File: src/rtl/ddrmon_pkg.sv
package ddrmon_pkg;

   localparam int CTRL_W = 9;

   localparam int B_TMR_EN = 0;
   localparam int B_SW_EN  = 1;
   localparam int B_T_L23  = 2;
   localparam int B_HW_EN  = 3;
   localparam int B_T_L4   = 4;
   localparam int B_T_D4   = 5;
   localparam int B_T_L5   = 6;
   localparam int B_BANK   = 7;

   localparam int OFS_VER  = 'h00;
   localparam int OFS_CTRL = 'h04;
   localparam int OFS_WR   = 'h20;
   localparam int OFS_ACC  = 'h2C;

   localparam logic [CTRL_W-1:0] TYPE_MASK =
      CTRL_W'((1 << B_T_L23) | (1 << B_T_L4) | (1 << B_T_D4) | (1 << B_T_L5));

   // counter order follows the address order within a channel window
   typedef enum logic [1:0] {
      SEL_WR  = 2'd0,
      SEL_RD  = 2'd1,
      SEL_CYC = 2'd2,
      SEL_ACC = 2'd3
   } cnt_sel_e;

   function automatic logic type_legal(input logic [CTRL_W-1:0] c);
      return $countones(c & TYPE_MASK) == 1;
   endfunction

endpackage

File: src/rtl/ddrmon_ctrl_reg.sv
module ddrmon_ctrl_reg #(
   parameter int CTRL_W = 9
) (
   input  logic              clk,
   input  logic              rst_n,
   input  logic              wr_en,
   input  logic [CTRL_W-1:0] wr_bits,
   input  logic [CTRL_W-1:0] wr_mask,
   output logic [CTRL_W-1:0] ctrl_q
);

   always_ff @(posedge clk) begin
      if (!rst_n) begin
         ctrl_q <= '0;
      end else if (wr_en) begin
         ctrl_q <= (ctrl_q & ~wr_mask) | (wr_bits & wr_mask);
      end
   end

endmodule

File: src/rtl/ddrmon_counter.sv
module ddrmon_counter #(
   parameter int W = 32
) (
   input  logic         clk,
   input  logic         rst_n,
   input  logic         clr,
   input  logic         run,
   input  logic [1:0]   add,
   output logic [W-1:0] cnt_q
);

   always_ff @(posedge clk) begin
      if (!rst_n) begin
         cnt_q <= '0;
      end else if (clr) begin
         cnt_q <= '0;
      end else if (run) begin
         cnt_q <= cnt_q + W'(add);
      end
   end

endmodule

File: src/rtl/ddrmon_channel.sv
module ddrmon_channel
   import ddrmon_pkg::*;
#(
   parameter int CNT_W = 32
) (
   input  logic                  clk,
   input  logic                  rst_n,
   input  logic                  sw_en,
   input  logic                  type_ok,
   input  logic                  cmd_rd,
   input  logic                  cmd_wr,
   output logic [3:0][CNT_W-1:0] cnt
);

   logic       sw_en_q;
   logic       restart;
   logic       run;
   logic [3:0][1:0] add;

   always_ff @(posedge clk) begin
      if (!rst_n) sw_en_q <= 1'b0;
      else        sw_en_q <= sw_en;
   end

   assign restart = sw_en & ~sw_en_q;
   assign run     = sw_en & type_ok & ~restart;

   assign add[SEL_WR]  = {1'b0, cmd_wr};
   assign add[SEL_RD]  = {1'b0, cmd_rd};
   assign add[SEL_CYC] = 2'd1;
   assign add[SEL_ACC] = 2'({1'b0, cmd_rd}) + 2'({1'b0, cmd_wr});

   for (genvar k = 0; k < 4; k++) begin : g_cnt
      ddrmon_counter #(.W(CNT_W)) u_cnt (
         .clk   (clk),
         .rst_n (rst_n),
         .clr   (restart),
         .run   (run),
         .add   (add[k]),
         .cnt_q (cnt[k])
      );
   end

endmodule

File: src/rtl/ddrmon_addr_dec.sv
module ddrmon_addr_dec
   import ddrmon_pkg::*;
#(
   parameter int ADDR_W = 8,
   parameter int NUM_CH = 2,
   parameter int NCTRL  = 2,
   parameter int STRIDE = 64
) (
   input  logic [ADDR_W-1:0] reg_addr,
   output logic              ver_hit,
   output logic [NCTRL-1:0]  ctrl_hit,
   output logic [NUM_CH-1:0] cnt_hit,
   output cnt_sel_e          cnt_sel
);

   int addr_i;
   assign addr_i = int'(reg_addr);

   always_comb begin
      ver_hit  = (addr_i == OFS_VER);
      ctrl_hit = '0;
      cnt_hit  = '0;
      cnt_sel  = SEL_WR;
      for (int k = 0; k < NCTRL; k++) begin
         if (addr_i == k * STRIDE + OFS_CTRL) ctrl_hit[k] = 1'b1;
      end
      for (int c = 0; c < NUM_CH; c++) begin
         if (addr_i >= c * STRIDE + OFS_WR && addr_i <= c * STRIDE + OFS_ACC &&
             reg_addr[1:0] == 2'b00) begin
            cnt_hit[c] = 1'b1;
            cnt_sel    = cnt_sel_e'(reg_addr[3:2]);
         end
      end
   end

endmodule

File: src/rtl/ddr_traffic_mon.sv
module ddr_traffic_mon
   import ddrmon_pkg::*;
#(
   parameter int          NUM_CH      = 2,
   parameter int          CNT_W       = 32,
   parameter int          ADDR_W      = 8,
   parameter int          STRIDE      = 64,
   parameter bit          SHARED_CTRL = 1'b0,
   parameter logic [31:0] VERSION     = 32'h0000_0031
) (
   input  logic              clk,
   input  logic              rst_n,
   input  logic [ADDR_W-1:0] reg_addr,
   input  logic              reg_we,
   input  logic [31:0]       reg_wdata,
   input  logic              reg_re,
   output logic [31:0]       reg_rdata,
   output logic              reg_rvalid,
   input  logic [NUM_CH-1:0] cmd_rd,
   input  logic [NUM_CH-1:0] cmd_wr
);

   localparam int NCTRL = SHARED_CTRL ? 1 : NUM_CH;

   if (NUM_CH < 1 || NUM_CH > 4) begin : g_bad_ch
      $error("NUM_CH must be 1..4");
   end
   if (CNT_W < 1 || CNT_W > 32) begin : g_bad_w
      $error("CNT_W must be 1..32");
   end
   if (STRIDE < 'h30 || (STRIDE % 16) != 0) begin : g_bad_stride
      $error("STRIDE must be a multiple of 16 and at least 0x30");
   end
   if (NUM_CH * STRIDE > (1 << ADDR_W)) begin : g_bad_aw
      $error("ADDR_W too narrow for NUM_CH windows");
   end

   logic [NCTRL-1:0][CTRL_W-1:0]  ctrl_q;
   logic [NUM_CH-1:0][3:0][CNT_W-1:0] cnt;
   logic [NUM_CH-1:0][CNT_W-1:0]  wr_cnt, rd_cnt, cyc_cnt, acc_cnt;

   logic              ver_hit;
   logic [NCTRL-1:0]  ctrl_hit;
   logic [NUM_CH-1:0] cnt_hit;
   cnt_sel_e          cnt_sel;
   logic [31:0]       rd_next;

   logic unused_wbits;
   assign unused_wbits = ^{reg_wdata[15:CTRL_W], reg_wdata[31:16+CTRL_W]};

   ddrmon_addr_dec #(
      .ADDR_W (ADDR_W),
      .NUM_CH (NUM_CH),
      .NCTRL  (NCTRL),
      .STRIDE (STRIDE)
   ) u_dec (
      .reg_addr (reg_addr),
      .ver_hit  (ver_hit),
      .ctrl_hit (ctrl_hit),
      .cnt_hit  (cnt_hit),
      .cnt_sel  (cnt_sel)
   );

   for (genvar k = 0; k < NCTRL; k++) begin : g_ctrl
      ddrmon_ctrl_reg #(.CTRL_W(CTRL_W)) u_ctrl (
         .clk     (clk),
         .rst_n   (rst_n),
         .wr_en   (reg_we & ctrl_hit[k]),
         .wr_bits (reg_wdata[CTRL_W-1:0]),
         .wr_mask (reg_wdata[16 +: CTRL_W]),
         .ctrl_q  (ctrl_q[k])
      );
   end

   for (genvar c = 0; c < NUM_CH; c++) begin : g_ch
      logic [CTRL_W-1:0] ch_ctrl;
      if (SHARED_CTRL) begin : g_sh
         assign ch_ctrl = ctrl_q[0];
      end else begin : g_own
         assign ch_ctrl = ctrl_q[c];
      end

      ddrmon_channel #(.CNT_W(CNT_W)) u_ch (
         .clk     (clk),
         .rst_n   (rst_n),
         .sw_en   (ch_ctrl[B_SW_EN]),
         .type_ok (type_legal(ch_ctrl)),
         .cmd_rd  (cmd_rd[c]),
         .cmd_wr  (cmd_wr[c]),
         .cnt     (cnt[c])
      );

      assign wr_cnt[c]  = cnt[c][SEL_WR];
      assign rd_cnt[c]  = cnt[c][SEL_RD];
      assign cyc_cnt[c] = cnt[c][SEL_CYC];
      assign acc_cnt[c] = cnt[c][SEL_ACC];
   end

   always_comb begin
      rd_next = '0;
      if (ver_hit) rd_next = VERSION;
      for (int k = 0; k < NCTRL; k++) begin
         if (ctrl_hit[k]) rd_next = 32'(ctrl_q[k]);
      end
      for (int c = 0; c < NUM_CH; c++) begin
         if (cnt_hit[c]) rd_next = 32'(cnt[c][cnt_sel]);
      end
   end

   always_ff @(posedge clk) begin
      if (!rst_n) begin
         reg_rdata  <= '0;
         reg_rvalid <= 1'b0;
      end else begin
         reg_rvalid <= reg_re;
         if (reg_re) reg_rdata <= rd_next;
      end
   end

endmodule

File: config.mk
export PLATFORM = sky130hd
export DESIGN_NAME = ddr_traffic_mon
export DESIGN_NICKNAME = d
export VERILOG_FILES = /design/src/rtl/ddrmon_pkg.sv /design/src/rtl/ddrmon_ctrl_reg.sv /design/src/rtl/ddrmon_counter.sv /design/src/rtl/ddrmon_channel.sv /design/src/rtl/ddrmon_addr_dec.sv /design/src/rtl/ddr_traffic_mon.sv
export SDC_FILE = /design/constraint.sdc
export NUM_CORES = 1
export LEC_CHECK = 0
export BUFFER_PORTS_ARGS = -buffer_cell sky130_fd_sc_hd__buf_2
export CORE_MARGIN = 4
export CORE_UTILIZATION = 52
export CTS_BUF_LIST = sky130_fd_sc_hd__clkbuf_8
export DETAILED_ROUTE_END_ITERATION = 12
export MAX_ROUTING_LAYER = met4
export PLACE_DENSITY = 0.79
export SLEW_MARGIN = 20
export SYNTH_ARGS = -nofsm -noshare
export SYNTH_HDL_FRONTEND = slang
export SYNTH_HIERARCHICAL = 1
export SYNTH_SLANG_ARGS = --single-unit
File: constraint.sdc
create_clock -name clk -period 5.39 [get_ports clk]
set_input_delay 0.8085 -clock clk [delete_from_list [all_inputs] [get_ports clk]]
set_output_delay 0.8085 -clock clk [all_outputs]
set_load 0.02 [all_outputs]
==> flow_summary.json <==
{
  "drt_pass1_iterations": 7,
  "synth_adder_area_share": 0.02645,
  "drive_gt1_frac": 0.1295,
  "ys_seq_area_frac": 0.3441,
  "number_of_vias_per_cell_after_detailed_routing": 6.583,
  "timing.final.max_slew_violations": 0,
  "ys_async_sr_fraction": 0,
  "yosys-top-cells-count": "dfxtp_1, nand2_1, a21oi_1",
  "power-per-cell-area_mw_per_mm2": 249.6,
  "crit_slowest_cell": "or4_1",
  "globalRouteMet2Util": 0.4161,
  "gpl.final_weighted_congestion": 0.9846,
  "whs_ns": 0.4500,
  "final_antenna_net_count": 0,
  "wirelength_um": 53190,
  "max_freq_mhz": 251.4,
  "antenna_found_initial": 1,
  "critical_path.max_stage_delay_ns": 0.77,
  "grtUsageMet3": 0.04518,
  "routed-via-count": 16939,
  "crit_family": "simple AND/OR/NAND/NOR gates",
  "post-cts-setup-buffer-count": 0,
  "grt_use_total": 0.2753,
  "critical_path_peak_fanout": 22,
  "layout.filler_cells": 2967,
  "detailedPlace.worstSlack_ns": 1.523,
  "drt-initial-drc-count": 2058,
  "cts-root-to-sink-buffers": 3,
  "setup-tns-final_ns": 0,
  "critical_path.endpoint_type": "register",
  "groute.layer.met1.usage": 0.3647,
  "seq_cell_area_mm2": 0.006186,
  "boundaryPins": 81,
  "die_width_um": 193.9,
  "core-area_mm2": 0.03378,
  "busiest_layer": "met2",
  "synth_top_family_by_area": "simple AND/OR/NAND/NOR gates",
  "drv_cap": 0,
  "kind_of_launch_point_of_the_worst_setup_path": "register",
  "gr-total-overflow": 0,
  "post_dr_wirelength_cell_um": 20.67,
  "worst_skew_pair.late_latency_ns": 0.61,
  "postCtsResizedCells": 0,
  "total_area_of_multi_input_combinational_cells_mm2": 0.01093,
  "drc": 0,
  "worstMarginPinSlew_ns": 1.104,
  "synth_xor_xnor_area_share": 0.03118,
  "crit_path_arrival_time_ns": 4.50,
  "synth.lib_cells_used.distinct": 69,
  "dieHeight_um": 193.9,
  "cts_max_level": 2,
  "post_dp_cell_area_mm2": 0.01829,
  "dominantRegCellSynth": "dfxtp_1",
  "synth_enable_flop_cells": 0,
  "worstPathBufferInverterCount": 2,
  "tritoncts_num_sinks": 309,
  "grt_pass1_vias": 15471,
  "unrepaired_setup_endpoints_after_global_routing": "false",
  "synth_area_leaders": "dfxtp_1, a21oi_1, nand2_1, mux2i_1, or4_1",
  "setup-violations-final": 0,
  "synth.avg_cell_area_um2": 8.719,
  "final_net_count": 2162,
  "timing.final.ws_setup_ns": 1.413,
  "synth_simple_gate_area_share": 0.2858,
  "cts_root_buf": "clkbuf_8",
  "max-vdd-ir-drop_mv": 0.2012,
  "cp_cell_sequence": "inv_1, fa_1, inv_1, ha_1, ha_1, nor3b_1, and3_2, nand2_2, or4_1, or4_1, a21oi_1",
  "clk_transition_reported_paths_ns": 0.06,
  "synthesized_area_fraction_occupied_by_ao_oa_aoi_and_oai_cells": 0.1725,
  "design_area_mm2": 0.01953,
  "rows": 67,
  "synth.ff_latch_count": 309,
  "yosys.cell_count.top_type": "dfxtp_1",
  "cp.required_ns": 5.91,
  "fin_skew_ns": 0.02042,
  "tritoncts": "done",
  "finalCritPeriodShare": 0.7379,
  "critPathKind": "register to register",
  "fp.dieArea_mm2": 0.03761,
  "grt_pass1_wl_um": 83730,
  "syn_to_final_growth_pct": 8.644,
  "synth-warning-count": 6,
  "synth_largest_type_area_fraction": 0.3441,
  "hold_buffers": 0,
  "dp_hpwl_um": 38360,
  "syn_inst": 2062,
  "multiplexer_fraction_of_the_synthesized_cell_area": 0.08804,
  "synth_top_cell_by_area": "dfxtp_1",
  "status": "finished, final reports clean",
  "grt_start_max_net_pins": 63,
  "mappedNetlistArea_mm2": 0.01798,
  "floorplan.initialDensity": 0.5322,
  "numCtsBuffers": 53,
  "total_leakage_power_nw": 6.498,
  "worst_slew_margin_rel": 0.2641,
  "timing_hold_violations_final": 0,
  "hold_path.class": "primary input to register",
  "port_buffers": 66,
  "post-route-min-period_ns": 3.977
}
[worst paths after layout]
path,startpoint,endpoint,slack (ns),cells past startpoint
setup / recovery,register,g_ch[0].u_ch/g_cnt[1].u_cnt/cnt_q[25],1.41,11
hold / removal,reg_wdata[8],register,0.45,3
setup reg to reg,register,g_ch[0].u_ch/g_cnt[1].u_cnt/cnt_q[25],1.41,11
hold reg to reg,register,register,0.46,2
[worst min-delay path, cell delays in order]
cell and delay [ns]:
buf_2 0.10, nand2_1 0.05, mux2i_1 0.05
[kinds of logic (layout without fill, tap and decap cells)]
logic type / count (synthesis) / in the layout
mux: 147 / 147
buf+inv: 177 / 229
simple gates: 855 / 855
fa+ha+maj: 32 / 32
other cells: 4 / 15
xor+xnor: 64 / 64
flops: 309 / 309
compound gates: 474 / 474
[state kept, by name (all words and copies together), names as in the netlist, named ones only]
signal and flops:
reg_rdata 32, g_ch.u_ch/sw_en_q 2, reg_rvalid 1, g_ch.u_ch/g_cnt.u_cnt/cnt_q 256
[metrics by stage]
stage | util | power (mW) | instances
after floorplan | - | 2.458 | 2072
after global placement | 0.5415 | 2.510 | 2474
after detailed placement | 0.5415 | 2.514 | 2474
after CTS | 0.5773 | 4.893 | 2571
after global routing | 0.5781 | 5.004 | 2572
final | 0.5782 | 4.875 | 2573
[cell usage in the layout, fill, tap and decap left out, types with 15 or more instances in the layout]
master      n
mux2_2     40
or4_1      92
and3_1     23
or3_1      52
nand2_1   198
nand2b_1   45
o31ai_1    81
nor4_1     26
mux2_1     29
buf_2      65
nand3_1    76
ha_1       22
a31oi_1    18
inv_1      66
clkbuf_8   70
mux2i_1    73
and2_1     27
a21oi_1   155
o311ai_0   15
and4_1     37
o21ai_0    81
nor2_1     81
nor3_1     18
dfxtp_1   309
nand4_1    76
xor2_1     29
o41ai_1    15
xnor2_1    35
nor2b_1    19
a22oi_1    44
[final cells by class]
type                            count  share of cell area
Multi-Input combinational cell   1586              0.5597
Clock buffer                       70             0.04932
Tap cell                          448             0.02870
Clock inverter                     27             0.01268
Inverter                           52            0.009993
Antenna cell                        1           0.0001281
Sequential cell                   309              0.3167
Timing Repair Buffer               80             0.02280
[per-layer routing]
| metal | up-vias | routed length (um) |
|---|---|---|
| met4 | 0 | 2664 |
| met1 | 8138 | 22240 |
| li1 | 7825 | - |
| met2 | 820 | 23770 |
| met5 | - | 0 |
| met3 | 156 | 4511 |
[power breakdown]
part / total (mW) / internal, mW / switching, mW
clock network: 2.40 / 1.40 / 1.01
logic: 0.163 / 0.0483 / 0.114
registers: 2.31 / 2.30 / 0.0126
No activity file was read; power rests on OpenSTA's default activity.
